**config.mk**
```make
export PLATFORM = sky130hd
export DESIGN_NAME = pulse_stretch_dpll
export DESIGN_NICKNAME = d
export VERILOG_FILES = /design/src/rtl/pulse_stretch_dpll.sv
export SDC_FILE = /design/constraint.sdc
export NUM_CORES = 1
export LEC_CHECK = 0
export CORE_MARGIN = 10
export CORE_UTILIZATION = 30
export CTS_CLUSTER_DIAMETER = 40
export CTS_CLUSTER_SIZE = 20
export DETAILED_ROUTE_END_ITERATION = 10
export REMOVE_ABC_BUFFERS = 1
export SETUP_SLACK_MARGIN = 0.4
export SYNTH_ARGS = -nofsm -noshare
export SYNTH_HDL_FRONTEND = slang
export SYNTH_SLANG_ARGS = --single-unit
```
**constraint.sdc**
```tcl
create_clock -name clk -period 2 [get_ports clk]
set_input_delay 0.2 -clock clk [delete_from_list [all_inputs] [get_ports clk]]
set_output_delay 0.2 -clock clk [all_outputs]
set_load 0.02 [all_outputs]
```
**src/rtl/pulse_stretch_dpll.sv**
```systemverilog
module pulse_stretch_dpll #(
  parameter int T1_LEN   = 193,
  parameter int CEPT_LEN = 256,
  parameter int MDIV     = 8,
  parameter int LOCK_RUN = 4
) (
  input  logic       clk,
  input  logic       rst_n,
  input  logic       mtick,
  input  logic       ref_in,
  input  logic       len_cept,
  input  logic       edge_rise,
  input  logic [1:0] op_mode,
  output logic       line_clk,
  output logic       frame_8k,
  output logic       locked
);
  localparam int TPL = 2 * MDIV;
  localparam int TW  = $clog2(TPL);
  localparam int FW  = $clog2(CEPT_LEN);
  localparam int LW  = $clog2(LOCK_RUN + 1);
  localparam int T1_HI   = T1_LEN - 2 * (T1_LEN / 3);
  localparam int CEPT_HI = CEPT_LEN / 2;

  logic [TW-1:0] tick_cnt;
  logic [FW-1:0] frame_cnt;
  logic [LW-1:0] good_cnt;
  logic stalled, armed, ref_q, locked_q;

  logic div_mode, free_mode, track_mode;
  assign div_mode   = op_mode[1];
  assign free_mode  = (op_mode == 2'b01);
  assign track_mode = (op_mode == 2'b00);

  logic [FW-1:0] last_cnt, half_cnt, pt_a, pt_b, hi_start;
  assign last_cnt = len_cept ? FW'(CEPT_LEN - 1)     : FW'(T1_LEN - 1);
  assign half_cnt = len_cept ? FW'(CEPT_LEN / 2)     : FW'(T1_LEN / 2);
  assign pt_a     = len_cept ? FW'(CEPT_LEN / 4)     : FW'(T1_LEN / 4);
  assign pt_b     = len_cept ? FW'(3 * CEPT_LEN / 4) : FW'(3 * T1_LEN / 4);
  assign hi_start = len_cept ? FW'(CEPT_HI)          : FW'(T1_HI);

  logic ref_edge, cmp, ahead, at_point, stall, advance, line_end, frame_wrap;
  assign ref_edge   = edge_rise ? (ref_in & ~ref_q) : (~ref_in & ref_q);
  assign cmp        = track_mode & ref_edge;
  assign ahead      = (frame_cnt != '0) && (frame_cnt < half_cnt);
  assign at_point   = (tick_cnt == '0) && (frame_cnt == pt_a || frame_cnt == pt_b);
  assign stall      = mtick & ~div_mode & (armed | free_mode) & at_point & ~stalled;
  assign advance    = mtick & ~stall;
  assign line_end   = div_mode | (tick_cnt == TW'(TPL - 1));
  assign frame_wrap = advance & line_end & (frame_cnt == last_cnt);

  always_ff @(posedge clk) begin
    if (!rst_n) begin
      tick_cnt  <= '0;
      frame_cnt <= '0;
      stalled   <= 1'b0;
      armed     <= 1'b0;
      ref_q     <= 1'b1;
      good_cnt  <= '0;
      locked_q  <= 1'b0;
    end else begin
      ref_q <= ref_in;
      if (advance) begin
        stalled  <= 1'b0;
        tick_cnt <= line_end ? '0 : tick_cnt + 1'b1;
        if (line_end)
          frame_cnt <= (frame_cnt == last_cnt) ? '0 : frame_cnt + 1'b1;
      end else if (stall) begin
        stalled <= 1'b1;
      end
      if (cmp && ahead)                 armed <= 1'b1;
      else if (frame_wrap || !track_mode) armed <= 1'b0;
      if (!track_mode) begin
        good_cnt <= '0;
        locked_q <= 1'b0;
      end else if (cmp) begin
        if (ahead) begin
          good_cnt <= '0;
          locked_q <= 1'b0;
        end else if (good_cnt == LW'(LOCK_RUN - 1)) begin
          locked_q <= 1'b1;
        end else begin
          good_cnt <= good_cnt + 1'b1;
        end
      end
    end
  end

  assign line_clk = ~div_mode & tick_cnt[TW-1];
  assign frame_8k = (frame_cnt >= hi_start);
  assign locked   = locked_q;

  a_r1_reset_clear: assert property (@(posedge clk) disable iff (!rst_n)
    $rose(rst_n) |-> (tick_cnt == '0 && frame_cnt == '0 && !locked_q));
  a_r2_hold_no_tick: assert property (@(posedge clk) disable iff (!rst_n)
    !mtick |=> ($stable(tick_cnt) && $stable(frame_cnt)));
  a_r10_stall_at_point: assert property (@(posedge clk) disable iff (!rst_n)
    stalled |-> (tick_cnt == '0 && (frame_cnt == pt_a || frame_cnt == pt_b)));
  a_r10_single_swallow: assert property (@(posedge clk) disable iff (!rst_n)
    (stalled && mtick) |=> !stalled);
  a_r8_div_advance: assert property (@(posedge clk) disable iff (!rst_n)
    (div_mode && mtick && frame_cnt != last_cnt) |=> (frame_cnt != $past(frame_cnt)));
  a_r9_lock_from_compare: assert property (@(posedge clk) disable iff (!rst_n)
    $rose(locked_q) |-> $past(cmp));
endmodule

```
==> metrics.md, run 1 <==
| Metric | Value |
|---|---|
| Initial Utilization | `31.8%` |
| Port Buffers | `10` |
| Avg Inst Size Synth | `8.32 sq um` |
| Starting DRT DRC Count | `66` |
| Fin nets | `209` |
| Worst Path Required | `roughly 2.2 ns` |
| Seq cells post-synth | `19` |
| Highest metal used | `met4` |
| Combinational power share | `22.2%` |
| RSZ-0062 raised after global routing | `yes` |
| Placed Instance Area | `~1600 sq um` |
| First-pass GRT wire length | `6310 um` |
| Setup violators final | `0` |
| Met3 WL post-DR | `182 um` |
| Via count | `1350` |
| Fin crit share | `91.1%` |
| Post-DR vias/cell | `~5.6` |
| Peak Freq | `roughly 0.55 GHz` |
| WS Path Type | `flip-flop to flip-flop` |
| Final worst slack | `0.178 ns` |
| Slew HR | `65.7%` |
| Switching Fraction | `28.7%` |
| Largest net degree at the start of global routing | `17` |
| Switch Pwr | `around 250 uW` |
| CTS H-tree lvls | `1` |
| Place WS | `-0.363 ns` |
| Cell variety after synth | `43` |
| GR Overflow Total | `0` |
| CTS Buffer Depth | `2` |
| Die Y | `85.8 um` |
| Vias in the first global route | `~1300` |
| Hold_buf cts | `0` |
| Clock Root Buffer | `clkbuf_8` |
| Clock latency on the worst-skew pair | `around 0.27 ns` |
| Routed wire length | `3840 um` |
| Max Cap Viol | `0` |
| Detail Route Antenna Nets | `0` |
| Die span in x | `85.8 um` |
| Top post-synthesis cells by area | `dfxtp_1 (29%), ha_1 (9.6%), o211ai_1 (5.8%), nand2_1 (4.3%), nand3_1 (4.2%)` |
| N_diodes | `0` |
| Io pins | `11` |
| TritonCTS Buffers | `3` |
| Fillers | `393` |
| Pwr dens | `472 nW/um^2` |
| FP Rows | `23` |
| Crit path DAT | `~2.0 ns` |
| Int Pwr | `620 uW` |
| Clk slew on worst S/H paths | `0.08 ns` |
| Peak VDD IR | `0.307 mV` |
| Syn Inst Count | `approximately 160` |
| Total Routing Usage GR | `10.1%` |
| Worst hold path class | `flip-flop to flip-flop` |
| Cell Area, Synth | `1300 sq um` |
| Lkg Pwr | `0.688 nW` |
| Skew final | `0.00414 ns` |
| Slew @ Worst Pin | `slightly above 0.5 ns` |
| Clk pwr share | `32.6%` |
| Crit Path Max Fanout | `3` |
| Critical path startpoint category | `flip-flop` |
| First-pass DRT Iterations | `5` |
| DR WL/cell | `16.0 um` |
| Yosys warns | `0` |
| CTS tree | `done` |
| Commonest cells in the netlist | `dfxtp_1 (19), nand2_1 (15), nand3_1 (11)` |
| P&R area growth vs syn | `42.0%` |
| Most used DFF post-synth | `dfxtp_1` |
| Antenna violations before repair | `0` |
| Fraction of registers with async set or reset after synthesis | `0%` |
| Core area | `4090 sq um` |
| Clock Sinks | `19` |
| Outcome | `completed` |
| Reg power frac | `45.2%` |
| EDFF count, synth | `0` |
| GP Congestion | `0.806` |
| Count leader, synth | `dfxtp_1` |
| Dominant cell type by area after synthesis | `dfxtp_1` |
| Detail Placement HPWL | `2630 um` |
| Max-slew violation count | `0` |
| Pwr Total | `approximately 870 uW` |
| Drt drc | `0` |
| Wire length on met2 | `2060 um` |
| Period minus WS final | `1.82 ns` |
| Die area | `7360 sq um` |
| Wl on met1 | `1560 um` |
| Cell area after layout | `1840 sq um` |
| Final hold violations | `0` |
| Top-area cell type share of the netlist area | `29.3%` |
| Worst Setup End Kind | `flip-flop` |
| Layout cells sized above 1 | `between 30 and 40%` |
| Sequential-to-total area share from yosys stat | `approximately 30%` |
final cells by class:
class                      count  area, sq um  area share (%)
multi-input combinational    119          982            53.3
sequential                    19          395            21.5
timing repair buffer          37          317            17.2
tap                           50         62.6            3.39
clock buffer                   4         45.0            2.44
inverter                      11         41.3            2.24
what timing repair did:
| action | CTS | global route |
|---|---|---|
| buffers inserted | 4 | 4 |
| resized for setup | 30 | 22 |
| pin swaps | 10 | 11 |
| endpoints found under the setup margin | 19 | 18 |
path summary, 6_finish.rpt:
path              slack (ns)          end          from  depth (start not counted)
setup / recovery        0.18  tick_cnt[2]  frame_cnt[3]                          5
hold / removal          0.50      stalled       stalled                          2
setup reg to reg        0.18  tick_cnt[2]  frame_cnt[3]                          5
hold reg to reg         0.50      stalled       stalled                          2
per-stage QoR:
stage | std cells | TNS (ns) | util [%] | hold slack [ns]
6_report | 240 | 0 | 45.1 | 0.498
5_1_grt | 240 | 0 | 45.1 | 0.517
4_1_cts | 236 | 0 | 42.3 | 0.501
3_5_place_dp | 228 | -1.98 | 38.4 | 0.488
3_3_place_gp | 228 | -1.23 | 38.4 | 0.471
2_1_floorplan | 149 | 0 | - | 0.273
registers in the layout, summed over array words and instances (netlist names):
register   cells
frame_cnt      8
stalled        1
good_cnt       3
ref_q          1
locked         1
armed          1
tick_cnt       4
routing by layer:
layer  vias to the layer above  GRT usage (%)
met4                         0           1.95
met2                        35           19.1
met3                         7           2.55
met5                         -              0
met1                       656           11.0
li1                        652              -
power groups by stage:
stage               logic [mW]  registers, mW  clock network, mW
floorplan               0.0808          0.401                  0
global placement         0.148          0.400                  0
detailed placement       0.153          0.401                  0
CTS                      0.169          0.391              0.294
global route             0.209          0.395              0.313
finish                   0.193          0.394              0.284
cell usage in the layout, fill, tap and decap left out, types with 3 or more instances in the layout:
cell type | netlist | final
dfxtp_1 | 19 | 11
clkdlybuf4s50_1 | 0 | 7
o211ai_1 | 10 | 10
clkbuf_8 | 0 | 3
nand4_1 | 4 | 4
inv_1 | 10 | 7
a21oi_1 | 6 | 6
nand2_1 | 15 | 15
nand3_1 | 11 | 9
buf_4 | 0 | 23
ha_4 | 0 | 4
nand2b_1 | 4 | 3
ha_1 | 10 | 6
inv_2 | 0 | 3
nor2_1 | 10 | 7
dfxtp_2 | 0 | 6
buf_6 | 1 | 5
a31oi_1 | 6 | 5
nor3_1 | 5 | 3
logic make-up after synthesis:
family | synth area share, %
DFF | 29.3
muxes | 1.54
adders and majority gates | 9.64
xor gates and xnor gates | 1.35
and+or+nand+nor | 29.3
AOI/OAI and AO/OA | 23.0
buffers and inverters | 5.88
critical path: stages (launching register included):
cell,delay (ns)
dfxtp_2,0.33
buf_6,0.11
or4_4,0.53
nor4b_4,0.35
a31oi_4,0.15
a32o_1,0.24
Note: power is estimated with default switching activity, not from simulation.
==> run 2, diff against run 1 <==
--- a/config.mk
+++ b/config.mk
@@ -5,12 +5,10 @@
 export SDC_FILE = /design/constraint.sdc
 export NUM_CORES = 1
 export LEC_CHECK = 0
-export CORE_MARGIN = 10
 export CORE_UTILIZATION = 30
 export CTS_CLUSTER_DIAMETER = 40
 export CTS_CLUSTER_SIZE = 20
 export DETAILED_ROUTE_END_ITERATION = 10
-export REMOVE_ABC_BUFFERS = 1
 export SETUP_SLACK_MARGIN = 0.4
 export SYNTH_ARGS = -nofsm -noshare
 export SYNTH_HDL_FRONTEND = slang
==> metrics.md, run 2 (synthesis results as in run 1) <==
| Metric | Value |
|---|---|
| Setup TNS | `0 ns` |
| Layout cells sized above 1 | `35.4%` |
| Starting DRT DRC Count | `40` |
| TritonCTS Buffers | `3` |
| Peak Freq | `0.552 GHz` |
| Post-DR vias/cell | `5.45` |
| Vias in the first global route | `1248` |
| Outcome | `completed` |
| Critical path startpoint category | `flip-flop` |
| Max stage delay on crit path | `0.54 ns` |
| Crit Path Max Fanout | `4` |
| Antenna violations before repair | `0` |
| First-pass GRT wire length | `5680 um` |
| Clk slew on worst S/H paths | `0.07 ns` |
| Commonest cells after routing, fill and taps aside | `buf_4 (26), nand2_1 (15), dfxtp_1 (14)` |
| Lkg Pwr | `roughly 0.73 nW` |
| Slew @ Worst Pin | `0.502 ns` |
| Largest net degree at the start of global routing | `17` |
| Pwr Total | `876 uW` |
| Clock Root Buffer | `clkbuf_8` |
| Initial Utilization | `31.8%` |
| Fin crit share | `90.5%` |
| Routed wire length | `3810 um` |
| Pwr dens | `about 460 nW/um^2` |
| CTS Buffer Depth | `2` |
| Worst hold path class | `flip-flop to flip-flop` |
| GR Overflow Total | `0` |
| Io pins | `11` |
| Biggest regs | `frame_cnt: 8 flops, tick_cnt: 4 flops, good_cnt: 3 flops` |
| P&R area growth vs syn | `46.6%` |
| Die span in x | `67.8 um` |
| Die Y | `67.8 um` |
| Skew final | `0.00504 ns` |
| Setup violators final | `0` |
| Crit path DAT | `1.96 ns` |
| Worst Path Required | `2.15 ns` |
| First-pass DRT Iterations | `4` |
| Max-slew violation count | `0` |
| GP Congestion | `0.805` |
| Port Buffers | `10` |
| Peak VDD IR | `roughly 0.24 mV` |
| Detail Route Antenna Nets | `0` |
| Crit-path cells | `buf_6 > or4_4 > nor4b_4 > a31oi_4 > a32o_1` |
| Clock Sinks | `19` |
| Worst Setup End Kind | `flip-flop` |
| FP Rows | `23` |
| Commonest non-fill, non-tap cell in the layout | `buf_4` |
| Via count | `1335` |
| Crit-path leading delay family | `simple AND/OR/NAND/NOR gates` |
| Total Routing Usage GR | `17.0%` |
| Placed Instance Area | `1620 sq um` |
| Detail Placement HPWL | `2590 um` |
| Hold WS | `0.502 ns` |
| CTS H-tree lvls | `1` |
| Final hold violations | `0` |
| Clock latency on the worst-skew pair | `0.26 ns` |
| Cell area after layout | `1900 sq um` |
| N_diodes | `0` |
| Hold_buf cts | `0` |
| Max reg flops | `8` |
| Drt drc | `0` |
| Die area | `4590 sq um` |
| Fin nets | `around 210` |
| Max Cap Viol | `0` |
| Largest register by flop count | `frame_cnt` |
| Post-layout util | `46.5%` |
| Synth Net Count | `about 170` |
| Slew HR | `approximately 66%` |
| CP Buf/Inv Count | `1` |
| WS Path Type | `flip-flop to flip-flop` |
| Period minus WS final | `1.81 ns` |
| Core area | `4090 sq um` |
| CP max-delay cell | `or4_4` |
| DR WL/cell | `between 15 and 20 um` |
| RSZ-0062 raised after global routing | `yes` |
| CTS tree | `done` |
-- run 2: cell types whose count changed in the layout (fill, tap and decap cells not counted), moves of 2 or more --
cell	previous run	this run
buf_4	23	26
dfxtp_1	11	14
dfxtp_2	6	4
inv_4	0	2
nand3_2	1	3
-- run 2: worst min-delay path, cell delays in order, from the launching register on --
cell and delay, ns:
dfxtp_1 0.34, nand2_1 0.07, a21oi_1 0.06
-- run 2: per-layer routing --
layer / routed length (um) / share of wire [%] / track usage (%) / vias to the layer above
li1: - / - / - / 658
met1: 1710 / 45 / 19.9 / 658
met2: 1970 / 52 / 30.7 / 13
met3: 71 / 1.9 / 3.55 / 6
met4: 57 / 1.5 / 4.79 / 0
met5: 0 / 0 / 0 / -
-- run 2: repair_timing --
item	4_1_cts	5_1_grt
pin swaps	12	15
setup endpoints to repair	19	18
cloned	0	0
gates resized for setup	30	17
buffers inserted	4	6
-- run 2: area by class of cell --
class / count / area (sq um)
clock buffers: 4 / 45.0
flip-flops and latches: 19 / 389
multi-input cells: 119 / 988
fillers: 381 / 2180
repair buffers: 42 / 370
inverters: 11 / 46.3
well taps: 50 / 62.6
-- run 2: metrics by stage --
| stage | worst slack (ns) | instances |
|---|---|---|
| floorplan | 0.290 | 156 |
| global placement | -0.249 | 231 |
| detailed placement | -0.383 | 231 |
| CTS | 0.156 | 239 |
| global route | 0.134 | 245 |
| finish | 0.189 | 245 |
-- run 2: path summary, 6_finish.rpt --
check / start / endpoint / slack, ns / cells after the start
min reg2reg: stalled / stalled / 0.50 / 2
max: frame_cnt[2] / tick_cnt[2] / 0.19 / 5
min: stalled / stalled / 0.50 / 2
max reg2reg: frame_cnt[2] / tick_cnt[2] / 0.19 / 5
-- run 2: power by group --
group	leakage [nW]	switching (mW)	internal, mW	total (mW)
Combinational	0.550	0.104	0.101	0.205
Clock	0.0228	0.137	0.142	0.279
Sequential	0.157	0.00765	0.385	0.392
==> run 3, diff against run 2 <==
--- a/config.mk
+++ b/config.mk
@@ -10,6 +10,7 @@
 export CTS_CLUSTER_SIZE = 20
 export DETAILED_ROUTE_END_ITERATION = 10
 export SETUP_SLACK_MARGIN = 0.4
+export SLEW_MARGIN = 20
 export SYNTH_ARGS = -nofsm -noshare
 export SYNTH_HDL_FRONTEND = slang
 export SYNTH_SLANG_ARGS = --single-unit
==> constraint.sdc (replaced) <==
create_clock -name clk -period 1.5 [get_ports clk]
set_input_delay 0.15 -clock clk [delete_from_list [all_inputs] [get_ports clk]]
set_output_delay 0.15 -clock clk [all_outputs]
set_load 0.02 [all_outputs]
==> metrics.md, run 3 (synthesis results as in run 1) <==
| Metric | Value |
|---|---|
| WS Path Type | `flip-flop to flip-flop` |
| TritonCTS Buffers | `3` |
| Total Routing Usage GR | `a little under a fifth` |
| Reg power frac | `between 40% and 50%` |
| Place WS | `-0.663 ns` |
| Pwr Total | `1.22 mW` |
| Crit path DAT | `1.96 ns` |
| Peak Freq | `around 0.56 GHz` |
| N_diodes | `0` |
| Detail Placement HPWL | `2680 um` |
| Antenna violations before repair | `0` |
| Io pins | `11` |
| Switch Pwr | `355 uW` |
| Core area | `~4100 sq um` |
| Max-slew violation count | `0` |
| Hold_buf cts | `0` |
| Clock latency on the worst-skew pair | `around 0.27 ns` |
| Routed wire length | `3840 um` |
| Cell area after layout | `2100 sq um` |
| Worst Setup End Kind | `flip-flop` |
| Die span in x | `67.8 um` |
| Slew @ Worst Pin | `0.445 ns` |
| Clock Sinks | `19` |
| Clk pwr share | `31.2%` |
| Placed Instance Area | `1810 sq um` |
| Via count | `1387` |
| Period minus WS final | `~1.8 ns` |
| Drt drc | `0` |
| Placed instance count | `249` |
| Port Buffers | `10` |
| Pwr dens | `between 500 and 600 nW/um^2` |
| Failing checks | `negative setup slack` |
| Switching Fraction | `29.1%` |
| Final hold violations | `0` |
| CTS Buffer Depth | `2` |
| GR Overflow Total | `0` |
| Final Non-Filler Cells | `259` |
| GP Congestion | `0.821` |
| Layout cells sized above 1 | `between 40% and 50%` |
| Combinational power share | `approximately a quarter` |
| Skew final | `0.00667 ns` |
| CTS tree | `done` |
| Die area | `4590 sq um` |
| Largest net degree at the start of global routing | `17` |
| Outcome | `finished with violations` |
| Initial Utilization | `31.8%` |
| Post-DR vias/cell | `5.36` |
| Max Cap Viol | `0` |
| Lkg Pwr | `0.815 nW` |
| Critical path startpoint category | `flip-flop` |
| Int Pwr | `865 uW` |
| Post-layout util | `51.3%` |
| Fin crit share | `120%` |
| Commonest non-fill, non-tap cell in the layout | `buf_4` |
| Commonest cells after routing, fill and taps aside | `buf_4 (36), nand2_1 (14), buf_6 (12)` |
| CTS H-tree lvls | `1` |
| P&R area growth vs syn | `61.6%` |
| Synth Net Count | `174` |
| Worst Path Required | `1.66 ns` |
| Max reg flops | `8` |
| Die Y | `67.8 um` |
| Slew HR | `between 70 and 80%` |
| Clk slew on worst S/H paths | `0.08 ns` |
| Setup violators final | `13` |
| Fillers | `372` |
| Biggest regs | `frame_cnt: 8 flops, tick_cnt: 4 flops, good_cnt: 3 flops` |
| Fin nets | `228` |
| Crit Path Max Fanout | `3` |
| Peak VDD IR | `0.306 mV` |
| Vias in the first global route | `1365` |
| DR WL/cell | `14.8 um` |
| Clock Root Buffer | `clkbuf_8` |
| Worst hold path class | `primary input to flip-flop` |
| First-pass GRT wire length | `6300 um` |
| Detail Route Antenna Nets | `0` |
| First-pass DRT Iterations | `4` |
| Final worst slack | `-0.294 ns` |
| Largest register by flop count | `frame_cnt` |
| RSZ-0062 raised after global routing | `yes` |
| FP Rows | `23` |
| Starting DRT DRC Count | `50` |
[run 3: critical path, stage by stage (launching register included)]
cell and delay (ns):
dfxtp_2 0.33, buf_6 0.11, or4_4 0.49, nor4b_4 0.35
a31oi_4 0.16, a32o_1 0.25
[run 3: layout make-up]
type	instances	area (sq um)	share of cell area (%)
repair buffers	56	480	22.9
inverters	11	43.8	2.09
well taps	50	62.6	2.98
clock buffers	4	45.0	2.15
multi-input cells	119	1070	51.0
flip-flops and latches	19	395	18.9
[run 3: timing repair]
item,CTS,global route
pin swaps,22,19
setup buffers,5,1
gates resized for setup,43,19
setup endpoints to repair,21,21
cloned,0,0
[run 3: through the flow]
stage,hold WS [ns],setup TNS [ns]
after floorplan,0.251,-0.602
after global placement,0.468,-8.53
after detailed placement,0.479,-9.05
after CTS,0.490,-1.46
after global routing,0.317,-2.91
final,0.267,-1.65
[run 3: worst paths after layout]
check	start	end	slack, ns	cells past startpoint
worst max register to register	frame_cnt[3]	tick_cnt[2]	-0.29	5
worst max-delay path	frame_cnt[3]	tick_cnt[2]	-0.29	5
worst min register to register	stalled	stalled	0.49	2
worst min-delay path	mtick	stalled	0.27	3
[run 3: power by group through the flow]
stage          Sequential, mW  Combinational [mW]  Clock, mW
5_1_grt                 0.522               0.342      0.405
6_report                0.521               0.317      0.381
3_5_place_dp            0.532               0.258          0
2_1_floorplan           0.534               0.131          0
3_3_place_gp            0.532               0.252          0
4_1_cts                 0.521               0.295      0.388
[run 3: metal layers]
layer	GRT usage [%]	vias up	routed length, um
met5	0	-	0
met1	23.5	672	1840
li1	-	690	-
met3	3.55	4	88
met2	31.6	21	1880
met4	5.59	0	42
